<file path="src/rtl/rail_sequencer.sv">
module rail_sequencer #(
  parameter int N_RAILS = 4,
  parameter int TW      = 16,
  parameter int RW      = 3
) (
  input  logic               clk,
  input  logic               rst_n,
  input  logic               pwr_req,
  input  logic [N_RAILS-1:0] pgood,
  input  logic [N_RAILS-1:0] ov_flag,
  input  logic [N_RAILS-1:0] uv_flag,
  input  logic [TW-1:0]      qual_cycles,
  input  logic [TW-1:0]      delay_cycles,
  input  logic [TW-1:0]      discharge_cycles,
  input  logic [RW-1:0]      retry_limit,
  input  logic [1:0]         ov_resp,
  input  logic [1:0]         uv_resp,
  output logic [N_RAILS-1:0] rail_en,
  output logic [2:0]         seq_state,
  output logic [RW-1:0]      retry_count
);
  localparam int IW = (N_RAILS > 1) ? $clog2(N_RAILS) : 1;
  localparam logic [IW-1:0] LAST = IW'(N_RAILS - 1);
  localparam logic [2:0] S_OFF = 3'd0, S_EN = 3'd1, S_QUAL = 3'd2, S_DLY = 3'd3,
                         S_ON = 3'd4, S_DOWN = 3'd5, S_DIS = 3'd6, S_LOCK = 3'd7;

  logic [2:0]    st;
  logic [IW-1:0] idx;
  logic [TW-1:0] tmr;
  logic          fault_pend, retry_ok;
  logic          ov_hit, uv_hit, trip, trip_retry;

  assign ov_hit     = |(ov_flag & rail_en);
  assign uv_hit     = |(uv_flag & rail_en) | ((st == S_ON) & |(rail_en & ~pgood));
  assign trip       = (ov_hit && ov_resp != 2'd0) || (uv_hit && uv_resp != 2'd0);
  assign trip_retry = !((ov_hit && ov_resp[0]) || (uv_hit && uv_resp[0]));
  assign seq_state  = st;

  always_ff @(posedge clk) begin
    if (!rst_n) begin
      st          <= S_OFF;
      idx         <= '0;
      tmr         <= '0;
      rail_en     <= '0;
      retry_count <= '0;
      fault_pend  <= 1'b0;
      retry_ok    <= 1'b0;
    end else begin
      case (st)
        S_OFF: begin
          idx        <= '0;
          fault_pend <= 1'b0;
          if (pwr_req) st <= S_EN;
        end
        S_EN: begin
          rail_en[idx] <= 1'b1;
          tmr          <= '0;
          st           <= S_QUAL;
        end
        S_QUAL: begin
          if (!pwr_req) st <= S_DOWN;
          else if (trip) begin
            st <= S_DOWN; fault_pend <= 1'b1; retry_ok <= trip_retry;
          end else if (pgood[idx]) begin
            tmr <= '0;
            st  <= (idx == LAST) ? S_ON : S_DLY;
          end else if (tmr == qual_cycles) begin
            st <= S_DOWN; fault_pend <= 1'b1; retry_ok <= 1'b1;
          end else tmr <= tmr + 1'b1;
        end
        S_DLY: begin
          if (!pwr_req) st <= S_DOWN;
          else if (trip) begin
            st <= S_DOWN; fault_pend <= 1'b1; retry_ok <= trip_retry;
          end else if (tmr == delay_cycles) begin
            idx <= idx + 1'b1;
            st  <= S_EN;
          end else tmr <= tmr + 1'b1;
        end
        S_ON: begin
          if (!pwr_req) st <= S_DOWN;
          else if (trip) begin
            st <= S_DOWN; fault_pend <= 1'b1; retry_ok <= trip_retry;
          end
        end
        S_DOWN: begin
          rail_en[idx] <= 1'b0;
          if (idx == '0) begin
            tmr <= '0;
            if (fault_pend) st <= S_DIS;
            else begin
              st <= S_OFF; retry_count <= '0;
            end
          end else idx <= idx - 1'b1;
        end
        S_DIS: begin
          if (!pwr_req) begin
            st <= S_OFF; retry_count <= '0;
          end else if (tmr == discharge_cycles) begin
            fault_pend <= 1'b0;
            if (retry_ok && retry_count < retry_limit) begin
              retry_count <= retry_count + 1'b1;
              idx         <= '0;
              st          <= S_EN;
            end else st <= S_LOCK;
          end else tmr <= tmr + 1'b1;
        end
        default: begin
          if (!pwr_req) begin
            st <= S_OFF; retry_count <= '0;
          end
        end
      endcase
    end
  end
endmodule

</file>
<file path="config.mk">
export PLATFORM = sky130hd
export DESIGN_NAME = rail_sequencer
export DESIGN_NICKNAME = d
export VERILOG_FILES = /design/src/rtl/rail_sequencer.sv
export SDC_FILE = /design/constraint.sdc
export NUM_CORES = 1
export LEC_CHECK = 0
export BUFFER_PORTS_ARGS = -buffer_cell sky130_fd_sc_hd__buf_2
export CAP_MARGIN = 20
export CORE_ASPECT_RATIO = 1.25
export CORE_MARGIN = 2
export CORE_UTILIZATION = 25
export DETAILED_ROUTE_END_ITERATION = 12
export PLACE_DENSITY = 0.54
export SLEW_MARGIN = 20
export SYNTH_ARGS = -nofsm -noshare
export SYNTH_HDL_FRONTEND = slang
export SYNTH_SLANG_ARGS = --single-unit
export TNS_END_PERCENT = 50
</file>
<file path="constraint.sdc">
create_clock -name clk -period 5.6 [get_ports clk]
set_input_delay 1.12 -clock clk [delete_from_list [all_inputs] [get_ports clk]]
set_output_delay 1.12 -clock clk [all_outputs]
set_load 0.01 [all_outputs]
</file>
==> results of run 1 <==
-- path summary, 6_finish.rpt --
path / from / to / slack (ns) / cells after the start
max: pgood[1] / tmr[9]$_SDFFE_PN0P_ / 2.52 / 8
min: retry_count[1]$_SDFFE_PN0P_ / retry_count[1]$_SDFFE_PN0P_ / 0.50 / 2
max reg2reg: idx[0]$_SDFFE_PN0P_ / tmr[9]$_SDFFE_PN0P_ / 2.69 / 7
min reg2reg: retry_count[1]$_SDFFE_PN0P_ / retry_count[1]$_SDFFE_PN0P_ / 0.50 / 2
-- synthesized netlist by cell type (all sizes together) (4+ instances only) --
master  instances
nand2          36
a21oi          12
o211ai          5
a211o           5
nor4            5
xnor2          48
o31ai          11
a21o            8
o21ai           9
dfxtp          30
and2            4
clkbuf          9
buf            24
nor2b           8
or3             6
a31oi           4
mux2i           9
nor2           21
inv             9
ha              4
or2             5
nand4          14
and3            5
nand3          15
nor3           11
-- critical path: stages --
cell      delay [ns]
buf_2           0.10
mux2i_1         0.17
mux2i_1         0.19
a21oi_1         0.31
and2_1          0.49
nand3_2         0.34
or3_1           0.45
o211ai_1        0.10
-- cell families after synthesis --
kind of cell | synth area share, %
fa+ha+maj | 1.756
mux | 3.161
xor+xnor | 15.58
compound gates | 21.64
simple gates | 28.01
buf+inv | 8.780
flops | 21.07
-- power groups by stage --
stage                     Clock [mW]  Sequential (mW)  Combinational, mW
final                          0.301            0.301              0.383
after detailed placement           0            0.303              0.380
after floorplan                    0            0.257              0.322
after global placement             0            0.303              0.377
after global routing           0.320            0.308              0.424
after CTS                      0.310            0.299              0.383
-- layer usage --
metal | track usage [%] | vias to the layer above
li1 | - | 1405
met1 | 16.90 | 1307
met2 | 23.99 | 126
met3 | 2.374 | 4
met4 | 2.911 | 0
met5 | 0 | -
-- area by class of cell --
class / instances / area (sq um)
well taps: 135 / 168.9
clock inverters: 3 / 40.04
flip-flops and latches: 30 / 600.6
fillers: 1174 / 7712
clock buffers: 5 / 125.1
inverters: 9 / 33.78
repair buffers: 80 / 402.9
multi-input cells: 287 / 1999
==> metrics, run 1 <==
total die area=12280 sq um; nets=487; peak supply drop=0.1170 mV; design area=3371 sq um; Least-Margin Pin Slew=0.8850 ns; wl on met1=3505 um; most frequent cells in the layout=buf_2 (79), xnor2_1 (46), nand2_1 (36), dfxtp_1 (30), nor2_1 (21); clk slew on worst S/H paths=0.05 ns; Synth area leaders=dfxtp_1 (21%), xnor2_1 (14%), nand2_1 (4.7%); Ports=80; utilization after layout=30.41%; Wirelength per Cell=15.02 um; flip-flop and latch count after synthesis=30; antenna cells=0; Initial Util=25.72%; run status=finished, final reports clean; Worst Path Max Fanout=14; post-synth net total=433; Startpoint Class=primary input; Final Power=0.9852 mW; Seq pwr share=30.6%; setup violators final=0; WL final=8247 um; grt total ovfl=0; Psw=0.3850 mW; DRC viols=0; share of the synthesized area in the top cell type=21.07%; Total GRT Usage=13.44%; Placed Cells=541; final hold viol count=0; Initial DRC Count=108; worst skew pair latency=0.27 ns; drt first pass iters=5; core region area=11080 sq um; met3 routed WL=618 um; Leak=1.353 nW; drt via density=5.177; placed inst area=3206 sq um; Slew Limit Fails=0; CTS buffer count=5; CTS tree=yes; uppermost layer routed=met4; Synth cell types=65; HP Class=reg2reg; commonest non-fill, non-tap cell in the layout=buf_2; via count=2842; row count=43; crit path kind=in2reg; post-CTS sizing=0; Final Skew=0.008908 ns; Power Dens Cells=292.3 nW/um^2; post-CTS setup buffers=0; H-Tree Level Count=2; RSZ-0062 raised after global routing=no; FFs w/ async S/R, synth=0%; Worst EP required=5.79 ns; endpoint type of the worst setup path=flip-flop; share of layout cells above drive strength 1=26.09%; synth warn=0; Worst Slack Setup Final=2.521 ns; cell count after synthesis=359; first-pass GRT wire length=13250 um; non-filler cells, final=549; Die Span X=99.50 um; Setup WS pre-CTS=2.278 ns; clock buffer depth=2; Rel. slew slack=40.92%; Comb pwr share=38.9%; Chip Height=123.4 um; Port Buf Inserts=79; Yosys top cell by area=dfxtp_1; pin count of the biggest net entering global routing=27; Hold WS=0.4988 ns; Routed met2 length=4077 um; register area share after synthesis=21.07%; Arr. time, crit path=3.27 ns; Pint=0.6002 mW; Final period util=54.99%; hold buffer count at CTS=0; initial antenna violation count=0; Post-DP HPWL=6401 um; DRT antenna net count=0; CTS Sinks=30; root buf cell=clkbuf_16; Switching Share=39.08%; Synth Area per Inst=7.939 sq um; Mapped Area=2850 sq um; Main synth FF type=dfxtp_1; Post-synth EDFFs=0; RePlAce Congestion=0.8638; Fmax=324.8 MHz; min Tclk post-route=3.079 ns; area delta synth->final=18.26%; clock share of power=30.6%; vias in the first global route=2729; MaxCap Viol Count=0; Setup TNS Final=0 ns
No activity file was read; power rests on OpenSTA's default activity.
==> inputs of run 2 (changes only) <==
ABC_AREA = 1   (was not set)
PLACE_DENSITY = 0.55   (was 0.54)
clock period = 2.7 ns   (was 5.6 ns; I/O delays follow)
==> metrics, run 2 <==
r2r worst-path depth=9 (was 7); number of fill cells=1458 (was 1174); Leak=1.962 nW (was 1.353 nW); DRT antenna net count=0 (unchanged); Worst EP required=2.84 ns (was 5.79 ns); Worst Path Max Fanout=10 (was 14); Final Skew=0.004052 ns (was 0.008908 ns); Post-synth EDFFs=0 (unchanged); initial antenna violation count=0 (unchanged); drt first pass iters=5 (unchanged); min Tclk post-route=2.114 ns; most numerous cell in the Yosys netlist=nand2_1 (was xnor2_1); Mapped Area=3202 sq um (was 2850 sq um); first-pass GRT wire length=16530 um (was 13250 um); flip-flop and latch count after synthesis=30 (unchanged); Main synth FF type=dfxtp_1 (unchanged); Worst Hold End=retry_ok$_SDFFE_PN0P_ (was retry_count[1]$_SDFFE_PN0P_); non-filler cells, final=826 (was 549); drt via density=4.464 (was 5.177); Final period util=78.30%; Synth cell types=32 (was 65); Startpoint Class=flip-flop (was primary input); share of layout cells above drive strength 1=17.33% (was 26.09%); row count=46 (was 43); worst reg2reg endpoint=tmr[10]$_SDFFE_PN0P_ (was tmr[9]$_SDFFE_PN0P_); clock buffer depth=2 (unchanged); synth warn=0 (unchanged); Total GRT Usage=14.77% (was 13.44%); FF-to-FF setup slack=0.59 ns (was 2.69 ns); Setup TNS Final=0 ns (unchanged); Synth area leaders=nand2_1 (24%), dfxtp_1 (19%), nor2_1 (9.0%) (was dfxtp_1 (21%), xnor2_1 (14%), nand2_1 (4.7%)); hold path cells=2 (unchanged); clk slew on worst S/H paths=0.06 ns (was 0.05 ns); antenna cells=0 (unchanged); hold path start=retry_ok$_SDFFE_PN0P_ (was retry_count[1]$_SDFFE_PN0P_); area delta synth->final=21.18% (was 18.26%); Least-Margin Pin Slew=0.5122 ns (was 0.8850 ns); total die area=13730 sq um (was 12280 sq um); Arr. time, crit path=2.26 ns (was 3.27 ns); RSZ-0062 raised after global routing=no (unchanged); pin count of the biggest net entering global routing=20 (was 27); Slew Limit Fails=0 (unchanged); Wirelength per Cell=12.13 um (was 15.02 um); register area share after synthesis=18.76% (was 21.07%); crit path kind=reg2reg (was in2reg); most frequent cells in the layout=nand2_1 (201), buf_2 (79), nor2_1 (77), inv_1 (75), nand3_1 (39) (was buf_2 (79), xnor2_1 (46), nand2_1 (36), dfxtp_1 (30), nor2_1 (21)); commonest cells in the netlist=nand2_1 (201), nor2_1 (77), inv_1 (75) (was xnor2_1 (46), nand2_1 (36), dfxtp_1 (30)); via count=3687 (was 2842); Initial DRC Count=148 (was 108); Rel. slew slack=65.59% (was 40.92%); FFs w/ async S/R, synth=0% (unchanged); hold buffer count at CTS=0 (unchanged); final hold viol count=0 (unchanged); post-synth net total=662 (was 433); WL final=10020 um (was 8247 um); CTS tree=yes (unchanged); MaxCap Viol Count=0 (unchanged); Post-DP HPWL=7853 um (was 6401 um); Chip Height=130.5 um (was 123.4 um); commonest non-fill, non-tap cell in the layout=nand2_1 (was buf_2); endpoint type of the worst setup path=flip-flop (unchanged); Synth Area per Inst=5.445 sq um (was 7.939 sq um); nets=731 (was 487); DRC viols=0 (unchanged); cell count after synthesis=588 (was 359); Fmax=473.0 MHz; H-Tree Level Count=2 (unchanged); share of the synthesized area in the top cell type=23.56% (was 21.07%); Final Power=2.369 mW (was 0.9852 mW); CTS Sinks=30 (unchanged); Placed Cells=818 (was 541); Port Buf Inserts=79 (unchanged); CTS buffer count=5 (unchanged); post-CTS setup buffers=0 (unchanged); reg2reg start=seq_state[0]$_SDFFE_PN0P_ (was idx[0]$_SDFFE_PN0P_); worst skew pair latency=0.28 ns (was 0.27 ns); HP Class=reg2reg (unchanged); Yosys top cell by area=nand2_1 (was dfxtp_1); Ports=80 (unchanged); core region area=12600 sq um (was 11080 sq um); vias in the first global route=3470 (was 2729); Power Dens Cells=610.6 nW/um^2 (was 292.3 nW/um^2); Die Span X=105.2 um (was 99.50 um); root buf cell=clkbuf_16 (unchanged); grt total ovfl=0 (unchanged); Initial Util=25.40% (was 25.72%); RePlAce Congestion=0.9371 (was 0.8638); setup violators final=0 (unchanged); peak supply drop=0.3798 mV (was 0.1170 mV); post-CTS sizing=0 (unchanged); run status=finished, final reports clean (unchanged)
[run 2: cell types whose count changed after synthesis, sizes merged, moves of 10 or more]
cell,change
xor2,+25
nand2,+170
o21ai,+16
xnor2,-47
a21oi,+17
nand4,+10
inv,+70
nand3,+26
nor2,+63
o31ai,-11
[run 2: through the flow]
stage	area, sq um	hold slack (ns)	setup slack, ns	utilization, %
after floorplan	3202	0.4524	0.8113	-
after global placement	3715	0.5041	0.5567	29.47
after detailed placement	3715	0.5027	0.5371	29.47
after CTS	3880	0.5166	0.6053	30.78
after global routing	3880	0.5493	0.3332	30.78
final	3880	0.5025	0.5860	30.78
[run 2: worst max-delay path by stage]
stage | start | to | cells after the start
6_report | seq_state[0]$_SDFFE_PN0P_ | tmr[10]$_SDFFE_PN0P_ | 9
5_1_grt | tmr[9]$_SDFFE_PN0P_ | fault_pend$_SDFFE_PN0P_ | 14
4_1_cts | tmr[9]$_SDFFE_PN0P_ | fault_pend$_SDFFE_PN0P_ | 14
3_5_place_dp | retry_limit[2] | retry_count[2]$_SDFFE_PN0P_ | 11
3_3_place_gp | retry_limit[2] | retry_count[2]$_SDFFE_PN0P_ | 11
2_1_floorplan | retry_limit[2] | retry_count[2]$_SDFFE_PN0P_ | 10
[run 2: cells by family after synthesis]
group | Yosys count | synth area share [%]
AOI/OAI and AO/OA | 59 | 9.731
DFF | 30 | 18.76
adders and majority gates | 4 | 1.563
and+or+nand+nor | 365 | 48.81
xor gates and xnor gates | 27 | 7.386
buffers and inverters | 103 | 13.75
[run 2: critical path: stages (launching register included)]
cell      delay [ns]
dfxtp_1         0.50
inv_1           0.12
nand3_1         0.16
inv_1           0.13
nor2_1          0.24
clkinv_1        0.36
nand3_1         0.19
o21ai_0         0.10
nand4_1         0.10
a21oi_1         0.06
[run 2: per-layer routing]
metal	vias to the layer above	GRT usage [%]	wire, um
met3	14	1.786	435
li1	1981	-	-
met2	98	28.77	5229
met1	1594	17.00	4186
met5	-	0	0
met4	0	3.765	167
[run 2: layout make-up]
class / instances / area [sq um] / share of cell area, %
inverter: 80 / 302.8 / 7.804
sequential: 30 / 600.6 / 15.48
tap: 168 / 210.2 / 5.418
clock buffer: 5 / 125.1 / 3.225
clock inverter: 3 / 40.04 / 1.032
timing repair buffer: 85 / 440.4 / 11.35
multi-input combinational: 455 / 2161 / 55.69
[run 2: report_power, final]
part / leakage [nW] / internal [mW] / switching (mW)
logic: 1.64 / 0.376 / 0.703
clock network: 0.0836 / 0.432 / 0.221
registers: 0.243 / 0.510 / 0.127
==> inputs of run 3 (changes only) <==
PLACE_DENSITY = 0.54   (was 0.55)
clock period = 2.19 ns   (was 2.7 ns; I/O delays follow)
==> metrics, run 3 (synthesis gave the netlist of run 2 again) <==
vias in the first global route=3484 (was 3470); initial antenna violation count=0 (unchanged); Worst EP required=2.35 ns (was 2.84 ns); grt total ovfl=0 (unchanged); Post-DP HPWL=8049 um (was 7853 um); Placed Cells=836 (was 818); CTS Sinks=30 (unchanged); clock buffer depth=2 (unchanged); WL final=10130 um (was 10020 um); commonest non-fill, non-tap cell in the layout=nand2_1 (unchanged); nets=751 (was 731); Least-Margin Pin Slew=0.4812 ns (was 0.5122 ns); worst skew pair latency=0.28 ns (about the same); Slew Limit Fails=0 (unchanged); Chip Height=130.5 um (unchanged); core region area=12600 sq um (unchanged); Total GRT Usage=14.64% (was 14.77%); drt first pass iters=5 (unchanged); share of layout cells above drive strength 1=20.50% (was 17.33%); min Tclk post-route=1.945 ns (was 2.114 ns); Arr. time, crit path=2.11 ns (was 2.26 ns); Initial Util=25.40% (unchanged); antenna cells=0 (unchanged); Startpoint Class=flip-flop (unchanged); H-Tree Level Count=2 (unchanged); Power Dens Cells=738.4 nW/um^2 (was 610.6 nW/um^2); Final Skew=0.006636 ns (was 0.004052 ns); clk slew on worst S/H paths=0.06 ns (about the same); run status=finished, final reports clean (unchanged); Ports=80 (unchanged); Initial DRC Count=134 (was 148); RePlAce Congestion=0.8960 (was 0.9371); number of fill cells=1472 (was 1458); non-filler cells, final=846 (was 826); crit path kind=reg2reg (unchanged); HP Class=in2reg (was reg2reg); area delta synth->final=26.10% (was 21.18%); Final period util=88.81% (was 78.30%); CTS tree=yes (unchanged); Wirelength per Cell=11.97 um (was 12.13 um); most frequent cells in the layout=nand2_1 (201), buf_2 (79), nor2_1 (76), inv_1 (75), nand3_1 (39) (was nand2_1 (201), buf_2 (79), nor2_1 (77), inv_1 (75), nand3_1 (39)); Leak=2.067 nW (was 1.962 nW); RSZ-0062 raised after global routing=no (unchanged); final hold viol count=0 (unchanged); Fmax=514.1 MHz (was 473.0 MHz); DRT antenna net count=0 (unchanged); MaxCap Viol Count=0 (unchanged); Worst Path Max Fanout=6 (was 10); Rel. slew slack=67.71% (was 65.59%); Setup TNS Final=0 ns (unchanged); row count=46 (unchanged); setup violators final=0 (unchanged); root buf cell=clkbuf_16 (unchanged); endpoint type of the worst setup path=flip-flop (unchanged); DRC viols=0 (unchanged); total die area=13730 sq um (unchanged); peak supply drop=0.3727 mV (was 0.3798 mV); first-pass GRT wire length=16260 um (was 16530 um); drt via density=4.422 (was 4.464); Port Buf Inserts=79 (unchanged); via count=3741 (was 3687); pin count of the biggest net entering global routing=20 (unchanged); CTS buffer count=5 (unchanged); Die Span X=105.2 um (unchanged)
==> run 3: cell count changes in the layout (fill, tap and decap cells not counted) <==
cell,change
dfxtp_2,+4
nor2_1,-1
nor2_2,+1
buf_4,+20
dfxtp_1,-4
==> run 3: final cells by class <==
cell class                 count  area [sq um]  area share [%]
clock buffer                   5         125.1           3.099
clock inverter                 3         40.04          0.9916
inverter                      80         302.8           7.499
multi-input combinational    455          2163           53.58
sequential                    30         605.6           15.00
tap                          168         210.2           5.206
timing repair buffer         105         590.6           14.63
==> run 3: layer usage <==
layer	global-route usage [%]	vias up	routed length [um]
met3	1.984	17	413
met4	4.157	0	186
li1	-	2022	-
met1	16.46	1598	4208
met2	28.65	104	5320
met5	0	-	0
==> run 3: path summary, 6_finish.rpt <==
path                                                start  depth (start not counted)                          end  slack [ns]
worst min register to register      retry_ok$_SDFFE_PN0P_                          2        retry_ok$_SDFFE_PN0P_        0.51
worst min-delay path                                rst_n                          3      fault_pend$_SDFFE_PN0P_        0.44
worst max-delay path            seq_state[0]$_SDFFE_PN0P_                          9  retry_count[2]$_SDFFE_PN0P_        0.24
worst max register to register  seq_state[0]$_SDFFE_PN0P_                          9  retry_count[2]$_SDFFE_PN0P_        0.24
==> run 3: repair_timing <==
item | CTS | global route
hold buffers | 0 | 0
endpoints found under the hold margin | 0 | 0
buffers inserted | 0 | 2
setup endpoints to repair | 0 | 23
resized for setup | 0 | 5
==> run 3: through the flow <==
step | worst slack (ns) | utilization, % | hold slack [ns] | power [mW] | instance area, sq um
3_3_place_gp | 0.03424 | 30.54 | 0.5063 | 2.157 | 3850
3_5_place_dp | 0.04070 | 30.54 | 0.5047 | 2.149 | 3850
6_report | 0.2450 | 32.03 | 0.4425 | 2.981 | 4038
5_1_grt | 0.003054 | 32.03 | 0.4713 | 3.237 | 4038
4_1_cts | 0.08075 | 31.85 | 0.4438 | 2.963 | 4015
2_1_floorplan | 0.4033 | - | 0.4524 | 1.748 | 3202
==> run 3: worst max-delay path: stages, from the launching register on <==
cell     delay, ns
dfxtp_1       0.51
inv_1         0.14
nand3_1       0.17
nor2_1        0.13
nand2_1       0.11
nand2_1       0.08
nor2_1        0.18
nand3_1       0.16
o21ai_0       0.26
nor2_1        0.08
==> run 3: report_power, final <==
part | switching (mW) | internal [mW] | total (mW)
combinational | 0.894 | 0.524 | 1.42
clock | 0.268 | 0.532 | 0.801
sequential | 0.131 | 0.631 | 0.762
